[src/rtl/tmds_enc_pkg.sv]
package tmds_enc_pkg;
  localparam int LANES  = 3;
  localparam int SYM_W  = 10;
  localparam int COL_W  = 8;
  localparam int ACC_W  = 16;
  localparam int WORD_W = 32;
  localparam int ROT_W  = 4;
  localparam int NB_W   = 3;
  localparam int DISP_W = 6;

  typedef enum logic [1:0] {
    RD_SINGLE = 2'd0,
    RD_DBL_L0 = 2'd1,
    RD_DBL_L1 = 2'd2,
    RD_DBL_L2 = 2'd3
  } rd_mode_e;

  typedef struct packed {
    logic [2:0]                  shift_code;
    logic                        keep_second;
    logic                        interleave;
    logic [LANES-1:0][NB_W-1:0]  nbits;
    logic [LANES-1:0][ROT_W-1:0] rot;
  } ctrl_t;

  function automatic logic [5:0] shift_distance(input logic [2:0] code);
    case (code)
      3'd1:    shift_distance = 6'd1;
      3'd2:    shift_distance = 6'd2;
      3'd3:    shift_distance = 6'd4;
      3'd4:    shift_distance = 6'd8;
      3'd5:    shift_distance = 6'd16;
      default: shift_distance = 6'd0;
    endcase
  endfunction
endpackage

[src/rtl/tmds_color_extract.sv]
module tmds_color_extract #(
  parameter int ACC_W = 16,
  parameter int COL_W = 8,
  parameter int ROT_W = 4,
  parameter int NB_W  = 3
) (
  input  logic [ACC_W-1:0] acc,
  input  logic [ROT_W-1:0] rot,
  input  logic [NB_W-1:0]  nbits,
  output logic [COL_W-1:0] col
);
  logic [COL_W-1:0] raw;
  logic [COL_W-1:0] keep_mask;

  always_comb begin
    raw       = COL_W'({acc, acc} >> rot);
    keep_mask = ~({COL_W{1'b1}} >> ({1'b0, nbits} + 1'b1));
    col       = raw & keep_mask;
  end
endmodule

[src/rtl/tmds_symbol_enc.sv]
module tmds_symbol_enc #(
  parameter int DISP_W = 6
) (
  input  logic [7:0]               d,
  input  logic signed [DISP_W-1:0] disp_in,
  output logic [9:0]               sym,
  output logic signed [DISP_W-1:0] disp_out
);
  localparam logic signed [DISP_W-1:0] TWO   = DISP_W'(2);
  localparam logic signed [DISP_W-1:0] EIGHT = DISP_W'(8);

  logic [3:0]               ones_d;
  logic                     use_xnor;
  logic [8:0]               qm;
  logic signed [DISP_W-1:0] ones_q;
  logic signed [DISP_W-1:0] diff;

  always_comb begin
    ones_d = '0;
    for (int i = 0; i < 8; i++) ones_d = ones_d + 4'(d[i]);
    use_xnor = (ones_d > 4'd4) || ((ones_d == 4'd4) && !d[0]);
    qm[0] = d[0];
    for (int i = 1; i < 8; i++)
      qm[i] = use_xnor ? ~(qm[i-1] ^ d[i]) : (qm[i-1] ^ d[i]);
    qm[8] = ~use_xnor;
    ones_q = '0;
    for (int i = 0; i < 8; i++) ones_q = ones_q + DISP_W'(qm[i]);
    diff = (ones_q <<< 1) - EIGHT;   // ones minus zeros

    if ((disp_in == 0) || (diff == 0)) begin
      sym      = {~qm[8], qm[8], qm[8] ? qm[7:0] : ~qm[7:0]};
      disp_out = qm[8] ? (disp_in + diff) : (disp_in - diff);
    end else if (((disp_in > 0) && (diff > 0)) || ((disp_in < 0) && (diff < 0))) begin
      sym      = {1'b1, qm[8], ~qm[7:0]};
      disp_out = disp_in + (qm[8] ? TWO : '0) - diff;
    end else begin
      sym      = {1'b0, qm[8], qm[7:0]};
      disp_out = disp_in - (qm[8] ? '0 : TWO) + diff;
    end
  end
endmodule

[src/rtl/tmds_lane.sv]
module tmds_lane #(
  parameter int ACC_W  = 16,
  parameter int COL_W  = 8,
  parameter int ROT_W  = 4,
  parameter int NB_W   = 3,
  parameter int SYM_W  = 10,
  parameter int DISP_W = 6
) (
  input  logic             clk,
  input  logic             rst_n,
  input  logic [ACC_W-1:0] acc_a,
  input  logic [ACC_W-1:0] acc_b,
  input  logic [ROT_W-1:0] rot,
  input  logic [NB_W-1:0]  nbits,
  input  logic             clr,
  input  logic             adv_one,
  input  logic             adv_two,
  output logic [SYM_W-1:0] sym_a,
  output logic [SYM_W-1:0] sym_b
);
  logic [COL_W-1:0]         col_a, col_b;
  logic signed [DISP_W-1:0] disp_q, disp_d, disp_mid, disp_end;
  logic                     disp_en;

  tmds_color_extract #(.ACC_W(ACC_W), .COL_W(COL_W), .ROT_W(ROT_W), .NB_W(NB_W)) u_ext_a (
    .acc(acc_a), .rot(rot), .nbits(nbits), .col(col_a));
  tmds_color_extract #(.ACC_W(ACC_W), .COL_W(COL_W), .ROT_W(ROT_W), .NB_W(NB_W)) u_ext_b (
    .acc(acc_b), .rot(rot), .nbits(nbits), .col(col_b));

  tmds_symbol_enc #(.DISP_W(DISP_W)) u_enc_a (
    .d(col_a), .disp_in(disp_q), .sym(sym_a), .disp_out(disp_mid));
  tmds_symbol_enc #(.DISP_W(DISP_W)) u_enc_b (
    .d(col_b), .disp_in(disp_mid), .sym(sym_b), .disp_out(disp_end));

  always_comb begin
    disp_en = clr || adv_one || adv_two;
    if (clr)          disp_d = '0;
    else if (adv_two) disp_d = disp_end;
    else              disp_d = disp_mid;
  end

  always_ff @(posedge clk or negedge rst_n) begin
    if (!rst_n)       disp_q <= '0;
    else if (disp_en) disp_q <= disp_d;
  end

  AST_CLEAR_BALANCE: assert property (@(posedge clk) disable iff (!rst_n)
    clr |=> (disp_q == 0));
  AST_BALANCE_HOLD: assert property (@(posedge clk) disable iff (!rst_n)
    (!clr && !adv_one && !adv_two) |=> $stable(disp_q));
  AST_DISP_EVEN: assert property (@(posedge clk) disable iff (!rst_n)
    disp_q[0] == 1'b0);
endmodule

[src/rtl/tmds_pixel_encoder.sv]
module tmds_pixel_encoder
  import tmds_enc_pkg::*;
(
  input  logic              clk,
  input  logic              rst_n,
  input  logic              ctrl_we,
  input  logic [WORD_W-1:0] ctrl_wdata,
  input  logic              data_we,
  input  logic [WORD_W-1:0] data_wdata,
  input  logic              rd_en,
  input  logic              rd_pop,
  input  logic [1:0]        rd_mode,
  output logic [WORD_W-1:0] rd_data
);
  localparam int CHUNKS  = LANES * SYM_W / 2;
  localparam int NB_BASE = LANES * ROT_W;
  localparam int IL_BIT  = 23;
  localparam int SC_BIT  = 24;
  localparam int KS_BIT  = 27;
  localparam int CLR_BIT = 28;

  logic [1:0]        rst_sync;
  logic              rst_sync_n;
  ctrl_t             ctrl_q, ctrl_d;
  logic [WORD_W-1:0] data_q, data_d;
  logic              data_en;
  rd_mode_e          mode;
  logic              pop;
  logic              clr;
  logic [5:0]        shamt, pop_sh;
  logic [ACC_W-1:0]  acc_b;
  logic [SYM_W-1:0]  sym_a [LANES];
  logic [SYM_W-1:0]  sym_b [LANES];
  logic              unused_ctrl;

  assign unused_ctrl = ^{ctrl_wdata[WORD_W-1:CLR_BIT+1], ctrl_wdata[IL_BIT-1:NB_BASE+LANES*NB_W]};

  // asynchronous assertion, synchronous release
  always_ff @(posedge clk or negedge rst_n) begin
    if (!rst_n) rst_sync <= 2'b00;
    else        rst_sync <= {rst_sync[0], 1'b1};
  end
  assign rst_sync_n = rst_sync[1];

  always_comb begin
    mode   = rd_mode_e'(rd_mode);
    pop    = rd_en && rd_pop;
    clr    = ctrl_we && ctrl_wdata[CLR_BIT];
    shamt  = shift_distance(ctrl_q.shift_code);
    pop_sh = ((mode != RD_SINGLE) && !ctrl_q.keep_second) ? (shamt << 1) : shamt;
    acc_b  = ctrl_q.keep_second ? data_q[ACC_W-1:0] : ACC_W'(data_q >> shamt);

    ctrl_d.shift_code  = ctrl_wdata[SC_BIT +: 3];
    ctrl_d.keep_second = ctrl_wdata[KS_BIT];
    ctrl_d.interleave  = ctrl_wdata[IL_BIT];
    for (int l = 0; l < LANES; l++) begin
      ctrl_d.rot[l]   = ctrl_wdata[l*ROT_W +: ROT_W];
      ctrl_d.nbits[l] = ctrl_wdata[NB_BASE + l*NB_W +: NB_W];
    end

    data_en = data_we || pop;
    data_d  = data_we ? data_wdata : (data_q >> pop_sh);
  end

  always_ff @(posedge clk or negedge rst_sync_n) begin
    if (!rst_sync_n) begin
      ctrl_q <= '0;
      data_q <= '0;
    end else begin
      if (ctrl_we) ctrl_q <= ctrl_d;
      if (data_en) data_q <= data_d;
    end
  end

  for (genvar g = 0; g < LANES; g++) begin : g_lane
    tmds_lane #(.ACC_W(ACC_W), .COL_W(COL_W), .ROT_W(ROT_W), .NB_W(NB_W),
                .SYM_W(SYM_W), .DISP_W(DISP_W)) u_lane (
      .clk     (clk),
      .rst_n   (rst_sync_n),
      .acc_a   (data_q[ACC_W-1:0]),
      .acc_b   (acc_b),
      .rot     (ctrl_q.rot[g]),
      .nbits   (ctrl_q.nbits[g]),
      .clr     (clr),
      .adv_one (pop && (mode == RD_SINGLE)),
      .adv_two (pop && (rd_mode == 2'(g + 1))),
      .sym_a   (sym_a[g]),
      .sym_b   (sym_b[g])
    );
  end

  always_comb begin
    rd_data = '0;
    case (mode)
      RD_SINGLE: begin
        if (ctrl_q.interleave) begin
          for (int k = 0; k < CHUNKS; k++)
            rd_data[2*k +: 2] = sym_a[k % LANES][2*(k / LANES) +: 2];
        end else begin
          for (int l = 0; l < LANES; l++)
            rd_data[l*SYM_W +: SYM_W] = sym_a[l];
        end
      end
      RD_DBL_L0: rd_data[2*SYM_W-1:0] = {sym_b[0], sym_a[0]};
      RD_DBL_L1: rd_data[2*SYM_W-1:0] = {sym_b[1], sym_a[1]};
      RD_DBL_L2: rd_data[2*SYM_W-1:0] = {sym_b[2], sym_a[2]};
      default:   rd_data = '0;
    endcase
  end

  AST_PEEK_HOLDS_DATA: assert property (@(posedge clk) disable iff (!rst_sync_n)
    (rd_en && !rd_pop && !data_we) |=> $stable(data_q));
  AST_WRITE_WINS: assert property (@(posedge clk) disable iff (!rst_sync_n)
    data_we |=> (data_q == $past(data_wdata)));
  AST_SINGLE_PAD: assert property (@(posedge clk) disable iff (!rst_sync_n)
    (rd_mode == 2'd0) |-> (rd_data[WORD_W-1:LANES*SYM_W] == '0));
  AST_DOUBLE_PAD: assert property (@(posedge clk) disable iff (!rst_sync_n)
    (rd_mode != 2'd0) |-> (rd_data[WORD_W-1:2*SYM_W] == '0));
endmodule

[config.mk]
export PLATFORM = sky130hd
export DESIGN_NAME = tmds_pixel_encoder
export DESIGN_NICKNAME = d
export VERILOG_FILES = /design/src/rtl/tmds_enc_pkg.sv /design/src/rtl/tmds_color_extract.sv /design/src/rtl/tmds_symbol_enc.sv /design/src/rtl/tmds_lane.sv /design/src/rtl/tmds_pixel_encoder.sv
export SDC_FILE = /design/constraint.sdc
export NUM_CORES = 1
export LEC_CHECK = 0
export ABC_AREA = 1
export CAP_MARGIN = 20
export CORE_UTILIZATION = 25
export CTS_CLUSTER_SIZE = 16
export DETAILED_ROUTE_END_ITERATION = 8
export GPL_TIMING_DRIVEN = 1
export SLEW_MARGIN = 25
export SYNTH_ARGS = -nofsm -noshare
export SYNTH_HDL_FRONTEND = slang
export SYNTH_HIERARCHICAL = 1
export SYNTH_SLANG_ARGS = --single-unit
[constraint.sdc]
create_clock -name clk -period 22.4 [get_ports clk]
set_input_delay 4.48 -clock clk [delete_from_list [all_inputs] [get_ports clk]]
set_output_delay 4.48 -clock clk [all_outputs]
set_load 0.005 [all_outputs]
Yosys cells after proc, flatten, opt, wreduce, memory -nomap -nowiden. Cells that the tools add are included. Widths: inputs -> output; s select.

Register bits after elaboration: 78. Input port bits: 72. Output and inout port bits: 32. Logic and storage cells: 475.

Add/subtract/negate cells: 129. Magnitude comparators: 30. Equal/unequal tests: 14. Shift-type cells: 11. Mux-type cells: 103. Bitwise logic cells: 105. Reduce and logical (&&, ||, !) cells: 69.

Operators by type and width (number): $logic_not 32->1 (12); $shr 32x4->8 (6); $mux 6 (25); $mux 10 (13); $add 4x1->4 (24); $add 5x1->5 (18); $pmux 20 s4 (1); $add 6x6->6 (12); $gt 6x1->1 const B (12); $lt 6x1->1 const B (12); $not 8->8 (9); $sub 6x6->6 (12); $add 3x1->4 (12); $and 8x8->8 (6); $mux 8 (6); $not 1->1 (48); $mux 1 (42); $xor 1x1->1 (42); $add 2x1->3 (12); $add 6x2->6 (6); $sub 6x2->6 (6); $sub 6x5->6 const B (6); $mux 32 (1); $shr 32x6->16 (1); other kinds (21) (117).

Logic depth before layout (Yosys ltp).
Depth after elaboration: 47. Gate-level depth with buffers: 71. Mapped depth without buffers: 69.

By module. Netlist, hierarchy kept.

By module, submodules not included: tmds_pixel_encoder (times used 1, cells each 1139, area an instance 6550.0 um^2, seq. area each 1501.4 um^2); tmds_color_extract (times used 6, cells each 162, area an instance 790.8 um^2, seq. area each 0.0 um^2); tmds_symbol_enc at g_lane[0].u_lane.u_enc_b ... (times used 2, cells each 266, area an instance 1734.2 um^2, seq. area each 0.0 um^2); tmds_symbol_enc at g_lane[0].u_lane.u_enc_a (times used 1, cells each 268, area an instance 1781.7 um^2, seq. area each 0.0 um^2); tmds_symbol_enc at g_lane[2].u_lane.u_enc_b (times used 1, cells each 262, area an instance 1759.2 um^2, seq. area each 0.0 um^2); tmds_symbol_enc at g_lane[2].u_lane.u_enc_a (times used 1, cells each 261, area an instance 1755.4 um^2, seq. area each 0.0 um^2); tmds_symbol_enc at g_lane[1].u_lane.u_enc_b (times used 1, cells each 256, area an instance 1719.1 um^2, seq. area each 0.0 um^2); tmds_lane (times used 3, cells each 47, area an instance 342.8 um^2, seq. area each 150.1 um^2).

Least setup slack after synthesis. OpenSTA, ideal clock, no wires.

Kind: register to output. From: reg ctrl_q[8] in the netlist's numbering. To: out rd_data[10]. Arrival time: 9.787 ns. Required time: 17.920 ns. Path slack: 8.133 ns. Cell stages (with the launch flop): 52. Path through: dfrtp_1 > buf_6 > inv_8 > buf_12 > nand2_2 > nand3_1 > nand2_1 > nor2_1 > nor2_1 > nor2_1 > inv_1 > fa_1 > fa_1 > fa_1 > inv_1 > ha_1 > fa_1 > inv_1 > (+16 left out) > inv_1 > xor2_1 > ha_1 > nand2_1 > o21ai_0 > xor2_1 > xor2_1 > a22oi_1 > nor4_1 > nand3_1 > nand2_1 > inv_2 > nand2_1 > inv_1 > a21oi_1 > xor2_1 > nand2_1 > nand4_1.

RTL lines: from (decl) (line tmds_pixel_encoder.sv:24) `ctrl_t ctrl_q, ctrl_d;`; from (signal assigned) (line tmds_pixel_encoder.sv:70) `if (ctrl_we) ctrl_q <= ctrl_d;`; to (decl) (line tmds_pixel_encoder.sv:13) `output logic [WORD_W-1:0] rd_data`.

==> results.cfg <==
[status]
outcome = finished clean

[clock_tree]
cts_buffers = 9
cts_buffer_depth = 2
cts_tree = done
cts_htree_levels = 3
cts_resized = 0
root_buffer = clkbuf_16
insertion_delay_ps = 410
hold_buffers = 0
clk_pin_slew_worst_paths_ps = 80
post_cts_buffers = 0
clock_sinks = 78

[grt]
grt_use_met2_pct = 28.5
overflow = 0
met3_usage_pct = 1.80
grt_util_met1_pct = 22.0
track_usage_pct = 16.9
grt_pass1_vias = 23349
grt-busiest-layer = met2
grt_max_degree = 62
grt_pass1_wl_mm = 126
antenna_found_initial = 5

[sta]
finClkSkew_ps = 18.9
fin_tns_setup_ps = 0
whs_ps = 247
finalMaxSlewViolations = 0
relSlewSlack_pct = 27.0
period_needed_ps = 18180
hold_viol = 0
fin_ws_ps = 4220
timing.fmax_mhz = 55.0
setup_viol = 0
finalCritPeriodShare_pct = 81.2
max_slew.worst_pin.slew_ps = 1100
rsz0062_at_grt = false

[yosys]
avgSynthCellArea_um2 = 5.95
syn_area_um2 = 22800
ys_seq_elements = 78
synth_ff_type = dfrtp_1
syn_inst = 3831
yosysSeqAreaShare_pct = 8.56
synth_cell_types = 54
ys.warnings.count = 6
synthArstFlopShare_pct = 100
synth_edf_count = 0

[worst_setup_path]
timing.rr.start = ctrl_q[8]$_DFFE_PN0P_
end_kind = output port
critPathMaxFanout = 17
critPathKind = flop to output port
cpMostUsedCell = nand2_1
cp.required_ps = 17920
slowest_stage = a21oi_1
worst-r2r-setup-slack_ps = 9650
r2r_end = g_lane[2].u_lane/disp_q[5]$_DFFE_PN0P_
arrival_ps = 13700
ff2ff_path_depth = 58
start_kind = flop
max_stage_delay_ps = 830

[finish]
antennaDiodeCount = 0
area_growth_pct = 8.13
drive_gt1_share_pct = 9.83
final_cells = 4990
final_nets = 4116

[worst_hold_path]
hold_class = flop to async pin

[route]
drt_iter0_markers = 2089
vias_per_cell = 4.97
finalWirelength_mm = 78.1
dr.pass1.iters = 6
wl_per_cell_um = 15.7
vias = 24777
drtAntennaViolNets = 0
drc_errors = 0

[placed_design]
gp_congestion = 0.936
post-place-ws_ps = 4720
io_buffer_count = 96
dp.cells = 4975
hpwl_mm = 60.5

[die]
ios = 104
start_util_pct = 25.3
die_w_um = 304
core_area_um2 = 90100
placementRows = 110
die_y_um = 304
dieArea_um2 = 92400

[job]
drv_cap = 0
==> layer usage <==
metal  part of all wire, %  vias to the layer above  wire length, um
met3                   5.6                      131             4410
met1                    44                    11395            34400
met4                   3.6                       10             2800
met5                 0.083                        -               65
li1                      -                    12440                -
met2                    47                      801            36400
==> worst max-delay path: cells and delay by family, from the launching register on <==
kind | cells | cell delay [ps]
simple gates | 27 | 4100
flops | 1 | 680
buf+inv | 11 | 2240
fa+ha+maj | 11 | 4050
xor+xnor | 1 | 200
compound gates | 5 | 1970
==> flip-flops by register name, indices dropped and copies added, names as in the netlist <==
| register | count |
|---|---|
| g_lane.u_lane/disp_q | 18 |
| ctrl_q | 26 |
| data_q | 32 |
| rst_sync | 2 |
==> logic make-up after synthesis <==
kind of cell | count (synthesis) | synth area share, %
adder cells (fa/ha/maj) | 234 | 15.6
AO/OA/AOI/OAI | 473 | 12.0
flip-flops | 78 | 8.56
other | 2 | 0.0329
AND/OR/NAND/NOR | 2292 | 46.4
buffers and inverters | 646 | 13.1
XOR/XNOR | 83 | 3.19
multiplexers | 23 | 1.12
==> layout make-up <==
| class | instances | area [um^2] |
|---|---|---|
| Inverter | 487 | 1870 |
| Clock inverter | 5 | 61.3 |
| Timing Repair Buffer | 126 | 1180 |
| Fill cell | 10095 | 65500 |
| Multi-Input combinational cell | 3108 | 17900 |
| Tap cell | 1176 | 1470 |
| Clock buffer | 10 | 229 |
| Sequential cell | 78 | 1960 |
==> placed cells by master (no fill, tap or decap), drive strengths merged, types with 16 or more instances in the layout <==
cell	count
or2	23
dfrtp	78
inv	482
nand3	763
xnor2	16
buf	31
xor2	67
o211ai	26
nand4	18
ha	150
nand2	1257
clkdlybuf4s50	95
mux2	21
nor2	210
a21oi	165
fa	84
o21ai	228
==> synth_stat cells, drive strengths merged (16+ instances only) <==
| cell | count | area share (%) |
|---|---|---|
| dfrtp | 78 | 8.6 |
| o21ai | 228 | 5.1 |
| mux2 | 21 | 1.0 |
| xor2 | 67 | 2.6 |
| fa | 84 | 7.4 |
| nand3 | 763 | 19 |
| ha | 150 | 8.2 |
| or2 | 23 | 0.63 |
| buf | 124 | 4.2 |
| clkbuf | 35 | 0.62 |
| nand4 | 18 | 0.49 |
| xnor2 | 16 | 0.61 |
| o211ai | 26 | 0.86 |
| nand2 | 1257 | 22 |
| a21oi | 165 | 4.3 |
| nor2 | 210 | 3.9 |
| inv | 482 | 8.1 |
==> per-stage QoR <==
stage / utilization (%) / area [um^2]
detailed placement: 27.0 / 24400
floorplan: - / 22800
CTS: 27.4 / 24700
finish: 27.4 / 24700
global placement: 27.0 / 24400
global route: 27.4 / 24700
==> worst max path at each step <==
stage                           start           to  cells past startpoint  slack (ps)
6_report       ctrl_q[23]$_DFFE_PN0P_  rd_data[12]                     55        4220
5_1_grt        ctrl_q[23]$_DFFE_PN0P_  rd_data[10]                     55        3240
4_1_cts        ctrl_q[23]$_DFFE_PN0P_  rd_data[12]                     57        4260
3_5_place_dp   ctrl_q[23]$_DFFE_PN0P_  rd_data[12]                     57        4720
3_3_place_gp   ctrl_q[23]$_DFFE_PN0P_  rd_data[12]                     57        4810
2_1_floorplan   ctrl_q[8]$_DFFE_PN0P_  rd_data[10]                     51        8130
Power is left out: the tool's default activity adds up to more than one toggle a clock period on the data nets, which glitch-free logic cannot reach.
